**src/rtl/uart9_pkg.sv**
```systemverilog
package uart9_pkg;
  localparam logic [1:0] MODE_8_EXT = 2'd0;
  localparam logic [1:0] MODE_9_FIX = 2'd1;
  localparam logic [1:0] MODE_9_EXT = 2'd2;

  typedef enum logic [1:0] {
    RX_IDLE  = 2'd0,
    RX_START = 2'd1,
    RX_DATA  = 2'd2,
    RX_STOP  = 2'd3
  } rx_state_t;
endpackage

```
**src/rtl/uart9_baud.sv**
```systemverilog
module uart9_baud #(
  parameter int OVS       = 16,
  parameter int FAST_CLKS = 32,
  parameter int SLOW_CLKS = 64
) (
  input  logic clk,
  input  logic rst,
  input  logic fixed,
  input  logic slow,
  input  logic ext_tick,
  output logic tick
);
  localparam int DIV_F = FAST_CLKS / OVS;
  localparam int DIV_S = SLOW_CLKS / OVS;
  localparam int CW    = (DIV_S > 1) ? $clog2(DIV_S) : 1;
  localparam logic [CW-1:0] LAST_F = CW'(DIV_F - 1);
  localparam logic [CW-1:0] LAST_S = CW'(DIV_S - 1);

  logic [CW-1:0] cnt;
  logic [CW-1:0] last;
  logic          wrap;

  assign last = slow ? LAST_S : LAST_F;
  assign wrap = (cnt >= last);

  always_ff @(posedge clk) begin
    if (rst) begin
      cnt  <= '0;
      tick <= 1'b0;
    end else begin
      if (!fixed || wrap) cnt <= '0;
      else                cnt <= cnt + 1'b1;
      tick <= fixed ? wrap : ext_tick;
    end
  end

  // fixed-rate tick spacing is at least two clocks
  assert_tick_spacing_R4: assert property (@(posedge clk) disable iff (rst)
    (fixed && tick) |=> !tick);
endmodule

```
**src/rtl/uart9_tx.sv**
```systemverilog
module uart9_tx #(
  parameter int DW  = 8,
  parameter int OVS = 16
) (
  input  logic          clk,
  input  logic          rst,
  input  logic          tick,
  input  logic          nine,
  input  logic          b9,
  input  logic          wr_en,
  input  logic [DW-1:0] wr_data,
  output logic          busy,
  output logic          txd
);
  localparam int FW   = DW + 3;
  localparam int CNTW = $clog2(OVS);
  localparam int BW   = $clog2(FW + 1);
  localparam logic [CNTW-1:0] CNT_LAST = CNTW'(OVS - 1);

  logic [FW-1:0]   sh;
  logic [CNTW-1:0] cnt;
  logic [BW-1:0]   left;

  always_ff @(posedge clk) begin
    if (rst) begin
      busy <= 1'b0;
      txd  <= 1'b1;
      sh   <= '1;
      cnt  <= '0;
      left <= '0;
    end else if (!busy) begin
      cnt <= '0;
      if (wr_en) begin
        busy <= 1'b1;
        sh   <= {1'b1, (nine ? b9 : 1'b1), wr_data, 1'b0};
        left <= nine ? BW'(FW) : BW'(FW - 1);
      end
    end else if (tick) begin
      cnt <= (cnt == CNT_LAST) ? '0 : cnt + 1'b1;
      if (cnt == '0) begin
        txd  <= sh[0];
        sh   <= {1'b1, sh[FW-1:1]};
        left <= left - 1'b1;
      end
      if (cnt == CNT_LAST && left == '0) busy <= 1'b0;
    end
  end

  assert_idle_high_R2: assert property (@(posedge clk) disable iff (rst)
    !busy |-> txd);
  assert_write_ignored_R5: assert property (@(posedge clk) disable iff (rst)
    (busy && wr_en && !tick) |=> $stable(sh));
endmodule

```
**src/rtl/uart9_rx.sv**
```systemverilog
module uart9_rx
  import uart9_pkg::*;
#(
  parameter int DW  = 8,
  parameter int OVS = 16
) (
  input  logic          clk,
  input  logic          rst,
  input  logic          tick,
  input  logic          en,
  input  logic          nine,
  input  logic          rxd,
  output logic          done,
  output logic [DW-1:0] data,
  output logic          bit9,
  output logic          ferr
);
  localparam int CNTW = $clog2(OVS);
  localparam int BW   = $clog2(DW + 2);
  localparam logic [CNTW-1:0] CNT_LAST = CNTW'(OVS - 1);
  localparam logic [CNTW-1:0] CNT_MID  = CNTW'(OVS / 2 - 1);

  logic            s1, s2;
  rx_state_t       st;
  logic [CNTW-1:0] cnt;
  logic [BW-1:0]   idx;
  logic [DW:0]     sh;
  logic [BW-1:0]   last_idx;

  assign last_idx = nine ? BW'(DW) : BW'(DW - 1);

  always_ff @(posedge clk) begin
    if (rst) begin
      s1 <= 1'b1;
      s2 <= 1'b1;
    end else begin
      s1 <= rxd;
      s2 <= s1;
    end
  end

  always_ff @(posedge clk) begin
    if (rst) begin
      st   <= RX_IDLE;
      cnt  <= '0;
      idx  <= '0;
      sh   <= '0;
      done <= 1'b0;
      data <= '0;
      bit9 <= 1'b0;
      ferr <= 1'b0;
    end else begin
      done <= 1'b0;
      if (tick) begin
        case (st)
          RX_IDLE: begin
            cnt <= '0;
            if (en && !s2) st <= RX_START;
          end
          RX_START: begin
            if (cnt == CNT_MID) begin
              cnt <= '0;
              idx <= '0;
              st  <= s2 ? RX_IDLE : RX_DATA;
            end else cnt <= cnt + 1'b1;
          end
          RX_DATA: begin
            if (cnt == CNT_LAST) begin
              cnt <= '0;
              sh  <= {s2, sh[DW:1]};
              idx <= idx + 1'b1;
              if (idx == last_idx) st <= RX_STOP;
            end else cnt <= cnt + 1'b1;
          end
          RX_STOP: begin
            if (cnt == CNT_LAST) begin
              cnt  <= '0;
              done <= 1'b1;
              ferr <= !s2;
              data <= nine ? sh[DW-1:0] : sh[DW:1];
              bit9 <= nine ? sh[DW] : 1'b0;
              st   <= RX_IDLE;
            end else cnt <= cnt + 1'b1;
          end
          default: st <= RX_IDLE;
        endcase
      end
    end
  end

  assert_disabled_idle_R7: assert property (@(posedge clk) disable iff (rst)
    (st == RX_IDLE && !en) |=> st == RX_IDLE);
  assert_done_pulse_R6: assert property (@(posedge clk) disable iff (rst)
    done |=> !done);
endmodule

```
**src/rtl/uart9_core.sv**
```systemverilog
module uart9_core
  import uart9_pkg::*;
#(
  parameter int DW        = 8,
  parameter int OVS       = 16,
  parameter int FAST_CLKS = 32,
  parameter int SLOW_CLKS = 64
) (
  input  logic          clk,
  input  logic          rst,
  input  logic [1:0]    mode,
  input  logic          slow_sel,
  input  logic          nb_par,
  input  logic          nb_val,
  input  logic          rx_en,
  input  logic          baud_tick,
  input  logic          wr_en,
  input  logic [DW-1:0] wr_data,
  input  logic          rd_en,
  input  logic          rx_pin,
  output logic          tx_pin,
  output logic          tx_busy,
  output logic          rx_valid,
  output logic [DW-1:0] rx_data,
  output logic          rx_bit9,
  output logic          rx_ferr,
  output logic          rx_ovr
);
  logic          tick;
  logic          nine;
  logic          fixed;
  logic          tx_b9;
  logic          r_done;
  logic [DW-1:0] r_data;
  logic          r_bit9;
  logic          r_ferr;

  assign nine  = (mode != MODE_8_EXT);
  assign fixed = (mode == MODE_9_FIX);
  assign tx_b9 = nb_par ? ^wr_data : nb_val;

  uart9_baud #(.OVS(OVS), .FAST_CLKS(FAST_CLKS), .SLOW_CLKS(SLOW_CLKS)) u_baud (
    .clk(clk), .rst(rst), .fixed(fixed), .slow(slow_sel),
    .ext_tick(baud_tick), .tick(tick)
  );

  uart9_tx #(.DW(DW), .OVS(OVS)) u_tx (
    .clk(clk), .rst(rst), .tick(tick), .nine(nine), .b9(tx_b9),
    .wr_en(wr_en), .wr_data(wr_data), .busy(tx_busy), .txd(tx_pin)
  );

  uart9_rx #(.DW(DW), .OVS(OVS)) u_rx (
    .clk(clk), .rst(rst), .tick(tick), .en(rx_en), .nine(nine),
    .rxd(rx_pin), .done(r_done), .data(r_data), .bit9(r_bit9), .ferr(r_ferr)
  );

  always_ff @(posedge clk) begin
    if (rst) begin
      rx_valid <= 1'b0;
      rx_data  <= '0;
      rx_bit9  <= 1'b0;
      rx_ferr  <= 1'b0;
      rx_ovr   <= 1'b0;
    end else begin
      if (rd_en) begin
        rx_valid <= 1'b0;
        rx_ovr   <= 1'b0;
      end
      if (r_done) begin
        if (!rx_valid || rd_en) begin
          rx_valid <= 1'b1;
          rx_data  <= r_data;
          rx_bit9  <= r_bit9;
          rx_ferr  <= r_ferr;
        end else begin
          rx_ovr <= 1'b1;
        end
      end
    end
  end

  assert_read_clears_R6: assert property (@(posedge clk) disable iff (rst)
    (rd_en && !r_done) |=> !rx_valid);
  assert_overrun_keeps_R10: assert property (@(posedge clk) disable iff (rst)
    (rx_valid && r_done && !rd_en) |=> ($stable(rx_data) && rx_ovr && rx_valid));
endmodule

```
**config.mk**
```make
export PLATFORM = sky130hd
export DESIGN_NAME = uart9_core
export DESIGN_NICKNAME = d
export VERILOG_FILES = /design/src/rtl/uart9_pkg.sv /design/src/rtl/uart9_baud.sv /design/src/rtl/uart9_tx.sv /design/src/rtl/uart9_rx.sv /design/src/rtl/uart9_core.sv
export SDC_FILE = /design/constraint.sdc
export NUM_CORES = 1
export LEC_CHECK = 0
export BUFFER_PORTS_ARGS = -buffer_cell sky130_fd_sc_hd__buf_2
export CAP_MARGIN = 20
export CORE_ASPECT_RATIO = 1.5
export CORE_MARGIN = 1.5
export CORE_UTILIZATION = 30
export CTS_CLUSTER_SIZE = 30
export DETAILED_ROUTE_END_ITERATION = 16
export PLACE_DENSITY = 0.48
export RECOVER_POWER = 100
export REMOVE_ABC_BUFFERS = 1
export SYNTH_ARGS = -nofsm -noshare
export SYNTH_HDL_FRONTEND = slang
export SYNTH_SLANG_ARGS = --single-unit
```
**constraint.sdc**
```tcl
create_clock -name clk -period 2 [get_ports clk]
set_input_delay 0.4 -clock clk [delete_from_list [all_inputs] [get_ports clk]]
set_output_delay 0.4 -clock clk [all_outputs]
set_load 0.01 [all_outputs]
```
After elaboration in Yosys (flattened, before gate mapping). Cells that the tools add are included.

Bits in registers: 68. Output and inout bits: 14. Logic and storage cells: 112.

$add $sub $neg: 5. Order comparisons: 1. Eq/ne operators: 15. Muxes and demuxes: 41. Bitwise logic cells: 3. Reduce and logical (&&, ||, !) cells: 25.

Operators with widths (count): $mux 11 (4); $mux 4 (10); $mux 1 (16); $mux 2 (7); $add 4x1->4 const B (3); $pmux 4 s3 (1); $reduce_and 3->1 (4); $ne 2x1->1 const B (5); $eq 4x4->1 const B (2); $logic_not 4->1 (2); $mux 8 (1); $pmux 2 s4 (1); $pmux 4 s2 (1); $reduce_xor 8->1 (1); $reduce_and 6->1 (1); $reduce_bool 2->1 (3); $reduce_or 2->1 (3); $eq 2x1->1 const B (2); $eq 2x2->1 const B (2); $eq 4x3->1 const B (1); $eq 4x4->1 (1); $ne 2x2->1 const B (2); $reduce_and 4->1 (1); $sub 4x1->4 const B (1); other kinds (9) (15).

Logic depth before layout (Yosys ltp).
Word-level depth: 6. Gate-level depth with buffers: 8. Depth with buffers taken out: 6.

By module. From an unflattened synthesis, not the netlist that was laid out.

Cell total of the unflattened synthesis: 336. Area, all modules: 3025.4 um^2.

By module, submodules not included: uart9_rx (instances 1, cells each 165, area each 1463.9 um^2, sequential area each 640.6 um^2); uart9_tx (instances 1, cells each 106, area each 925.9 um^2, sequential area each 400.4 um^2); uart9_core (instances 1, cells each 52, area each 506.7 um^2, sequential area each 240.2 um^2); uart9_baud (instances 1, cells each 13, area each 128.9 um^2, sequential area each 60.1 um^2).

Least setup slack after synthesis. No wires, ideal clock.

Kind: register to register. From: reg u_rx.st[0]. To: reg (tool-made name). Library setup time: 121 ps. Arrival time: 1599 ps. Data required time: 1879 ps. Setup slack: 281 ps. Cell stages (with the launch flop): 7. Buffers on the path: 0. Cells stage by stage: dfxtp_1 -> inv_1 -> ha_1 -> nor3_1 -> a211o_1 -> o211ai_1 -> mux2_2.

RTL lines: from (decl) (RTL line uart9_rx.sv:24) `rx_state_t st;`; from (signal assigned) (RTL line uart9_rx.sv:64) `st <= s2 ? RX_IDLE : RX_DATA;`.

Final worst setup path.
From: reg u_rx.st[0]. To: reg u_rx.idx[3].

Cells in the longest elaborated chain, start to end: 3. Elaborated cells between the ends (all ways): 7.

RTL lines: $eq 2x2->1 / $eq 2x1->1 (equally long branches) (RTL line uart9_rx.sv:55) `case (st)`; $ne 2x1->1 (no line) / $reduce_bool 2->1 (equally long branches); $reduce_and 4->1 (no line); to (signal assigned) (RTL line uart9_rx.sv:71) `idx <= idx + 1'b1;`; to (decl) (RTL line uart9_rx.sv:26) `logic [BW-1:0] idx;`.

Parallel ways exist; a longest one is shown, timed or not. A chain may end at the register's enable or synchronous reset.

==> impl_metrics.py <==
metrics = {
    "clock_network": {
        "cts_buffers": 9,
        "cts_hold_buf": 0,
        "htree_num_levels": 3,
        "clock_latency_ps": 330,
        "postCtsSetupBuffers": 0,
        "clockBufferDepth": 2,
        "clock_sinks": 67,
        "tritoncts": "done",
        "cts_resized": 0,
        "clk_pin_slew_ps": 50,
        "cts-root-buf": "clkbuf_16",
    },
    "place": {
        "portBuffers": 33,
        "dp_hpwl_um": 4690,
        "gp_congestion": 0.792,
        "dpl_worst_slack_ps": 59.6,
    },
    "synth": {
        "ys_dominant_reg_cell": "dfxtp_1",
        "synth_area_leaders": "dfxtp_1, mux2i_1, nor2_1",
        "yosys-top-cells-count": "dfxtp_1, nor2_1, mux2i_1, nand2_1, clkbuf_1",
        "synth-edff-count": 0,
        "ys.warnings.count": 0,
        "ys_ff_latch": 67,
        "avgSynthCellArea_um2": 8.91,
        "synth_top_area_cell": "dfxtp_1",
        "yosys.cell_count.top_type": "dfxtp_1",
        "postSynthCellCount": 349,
        "synthDistinctLibCells": 52,
        "synth_area_um2": 3110,
        "synth_top_area_share_pct": 43.1,
        "synthArstFlopShare_pct": 0,
        "ys_seq_area_share_pct": 43.1,
    },
    "die": {
        "dieArea_um2": 11000,
        "core_um2": 10100,
        "start_util_pct": 30.7,
        "die_w_um": 86.1,
        "die_h_um": 128,
        "io_pins": 34,
        "std_cell_rows": 45,
    },
    "setup_path": {
        "end_kind": "flop",
        "critPathMaxFanout": 4,
        "critical_path_class": "flop to flop",
        "crit_path_start_kind": "flop",
        "r2r_slack_ps": 110,
        "r2r-start": "u_rx.st[0]",
        "cp.arrival_ps": 2140,
        "r2r_end": "u_rx.idx[3]",
        "required_ps": 2250,
        "r2r.worst_path.cells": 6,
    },
    "layout": {
        "multi_input_area_um2": 1640,
        "drive_above_1_share_pct": 14.7,
        "utilization_pct": 36.8,
        "layout.nets": 414,
        "nFillCells": 1070,
        "regArea_um2": 1340,
        "syn2layout_area_growth_pct": 19.8,
        "antennaDiodeCount": 0,
    },
    "detailed_routing": {
        "drt_iter0_markers": 89,
        "wl_um": 6650,
        "drtPass1Iterations": 4,
        "drc": 0,
        "wl_per_cell_um": 13.1,
        "via_count": 2467,
        "final_antenna_net_count": 0,
        "via_per_inst": 4.88,
    },
    "global_route": {
        "gr-usage-all-layers_pct": 13.0,
        "globalRouteMet3Util_pct": 3.48,
        "antenna_found_initial": 0,
        "grt_overflow_total": 0,
        "grt_use_met1_pct": 14.2,
        "grt_pass1_wl_um": 11300,
        "grt_max_degree": 37,
        "top_usage_layer": "met2",
        "grt_pass1_vias": 2357,
        "use_met2_pct": 23.4,
    },
    "sta": {
        "fmax_mhz": 529,
        "finalCritPeriodShare_pct": 94.5,
        "min_period_ps": 1890,
        "hold_viol": 0,
        "skew_ps": 5.73,
        "rsz0062_at_grt": "false",
        "setup_ws_ps": 111,
        "drv_slew": 0,
        "worstMarginPinSlew_ps": 992,
        "max_slew_margin_pct": 33.8,
        "finalSetupViolCount": 0,
        "final.setup.tns_ps": 0,
    },
    "flow_run": {
        "cap_violations": 0,
    },
    "pwr": {
        "p_per_area_nw_per_um2": 936,
        "ir_drop_v": 0.000466,
        "p_leak_uw": 0.00151,
    },
    "run_status": {
        "status": "finished, final reports clean",
    },
    "worst_hold_path": {
        "holdPathEnd": "u_rx.s1",
        "hold_start": "rx_pin",
        "whs_path_depth": 2,
        "min_path_type": "primary input to flop",
    },
}
[cell usage in the layout (no fill, tap or decap), types with 10 or more instances in the layout]
| master | netlist | routed |
|---|---|---|
| nor2b_1 | 11 | 11 |
| o21ai_0 | 14 | 13 |
| a21oi_1 | 14 | 15 |
| ha_1 | 10 | 10 |
| buf_4 | 1 | 10 |
| nor2_1 | 50 | 50 |
| inv_1 | 11 | 11 |
| nand2_1 | 19 | 19 |
| buf_2 | 5 | 19 |
| a211oi_1 | 13 | 13 |
| dfxtp_1 | 67 | 67 |
| clkbuf_1 | 15 | 15 |
| mux2i_1 | 20 | 20 |
[per-stage QoR]
step           hold WS (ps)  std cells  power [µW]  area [µm²]
3_5_place_dp            398        490        1810        3420
2_1_floorplan           389        328        1660        3020
3_3_place_gp            397        490        1810        3420
4_1_cts                 248        506        3550        3750
5_1_grt                 262        506        3660        3730
6_report                255        506        3490        3730
[kinds of logic after synthesis]
kind of cell / count (synthesis) / share of synthesized area [%]
DFF: 67 / 43.1
buffers and inverters: 32 / 4.18
and+or+nand+nor: 129 / 20.8
AOI/OAI and AO/OA: 77 / 17.3
xor gates and xnor gates: 12 / 3.38
adders and majority gates: 10 / 4.02
muxes: 22 / 7.16
[metal layers]
layer	vias to the layer above	share of wire, %
li1	1305	-
met1	1121	44
met2	33	51
met3	8	2.7
met4	0	1.9
met5	-	0
[flip-flops by register name (all words and copies together) (netlist names), 2 cells and up, named ones only]
signal	cells
rx_data	8
u_rx.cnt	4
u_tx.sh	10
u_rx.sh	9
u_tx.cnt	4
u_tx.left	4
u_rx.idx	4
u_baud.cnt	2
u_rx.data	8
[area by class of cell]
| class | count | area share (%) |
|---|---|---|
| sequential | 67 | 36.0 |
| multi-input combinational | 250 | 44.0 |
| clock inverter | 5 | 2.01 |
| clock buffer | 11 | 6.78 |
| tap | 117 | 3.93 |
| timing repair buffer | 45 | 6.21 |
| inverter | 11 | 1.11 |
[worst max-delay path by stage]
stage	end	start	depth (start not counted)	slack, ps
2_1_floorplan	u_tx.sh[9]	u_tx.busy	4	50
3_3_place_gp	flop	u_rx.st[0]	6	130
3_5_place_dp	flop	u_rx.st[0]	6	60
4_1_cts	flop	u_rx.st[0]	6	60
5_1_grt	u_rx.idx[3]	u_rx.st[0]	6	20
6_report	u_rx.idx[3]	u_rx.st[0]	6	110
[power by group]
group | leakage, µW | switching (µW) | internal, µW
clock | 0.000165 | 568 | 1150
combinational | 0.000804 | 195 | 146
sequential | 0.000544 | 38.9 | 1390
total | 0.00151 | 802 | 2690
[worst max-delay path, cell delays in order, from the launching register on]
cell and delay, ps:
dfxtp_1 390, inv_1 100, ha_1 290, nand2_1 80, a211o_1 330, or4_1 470, a21oi_1 140
Power figures use the tool's default switching activity.
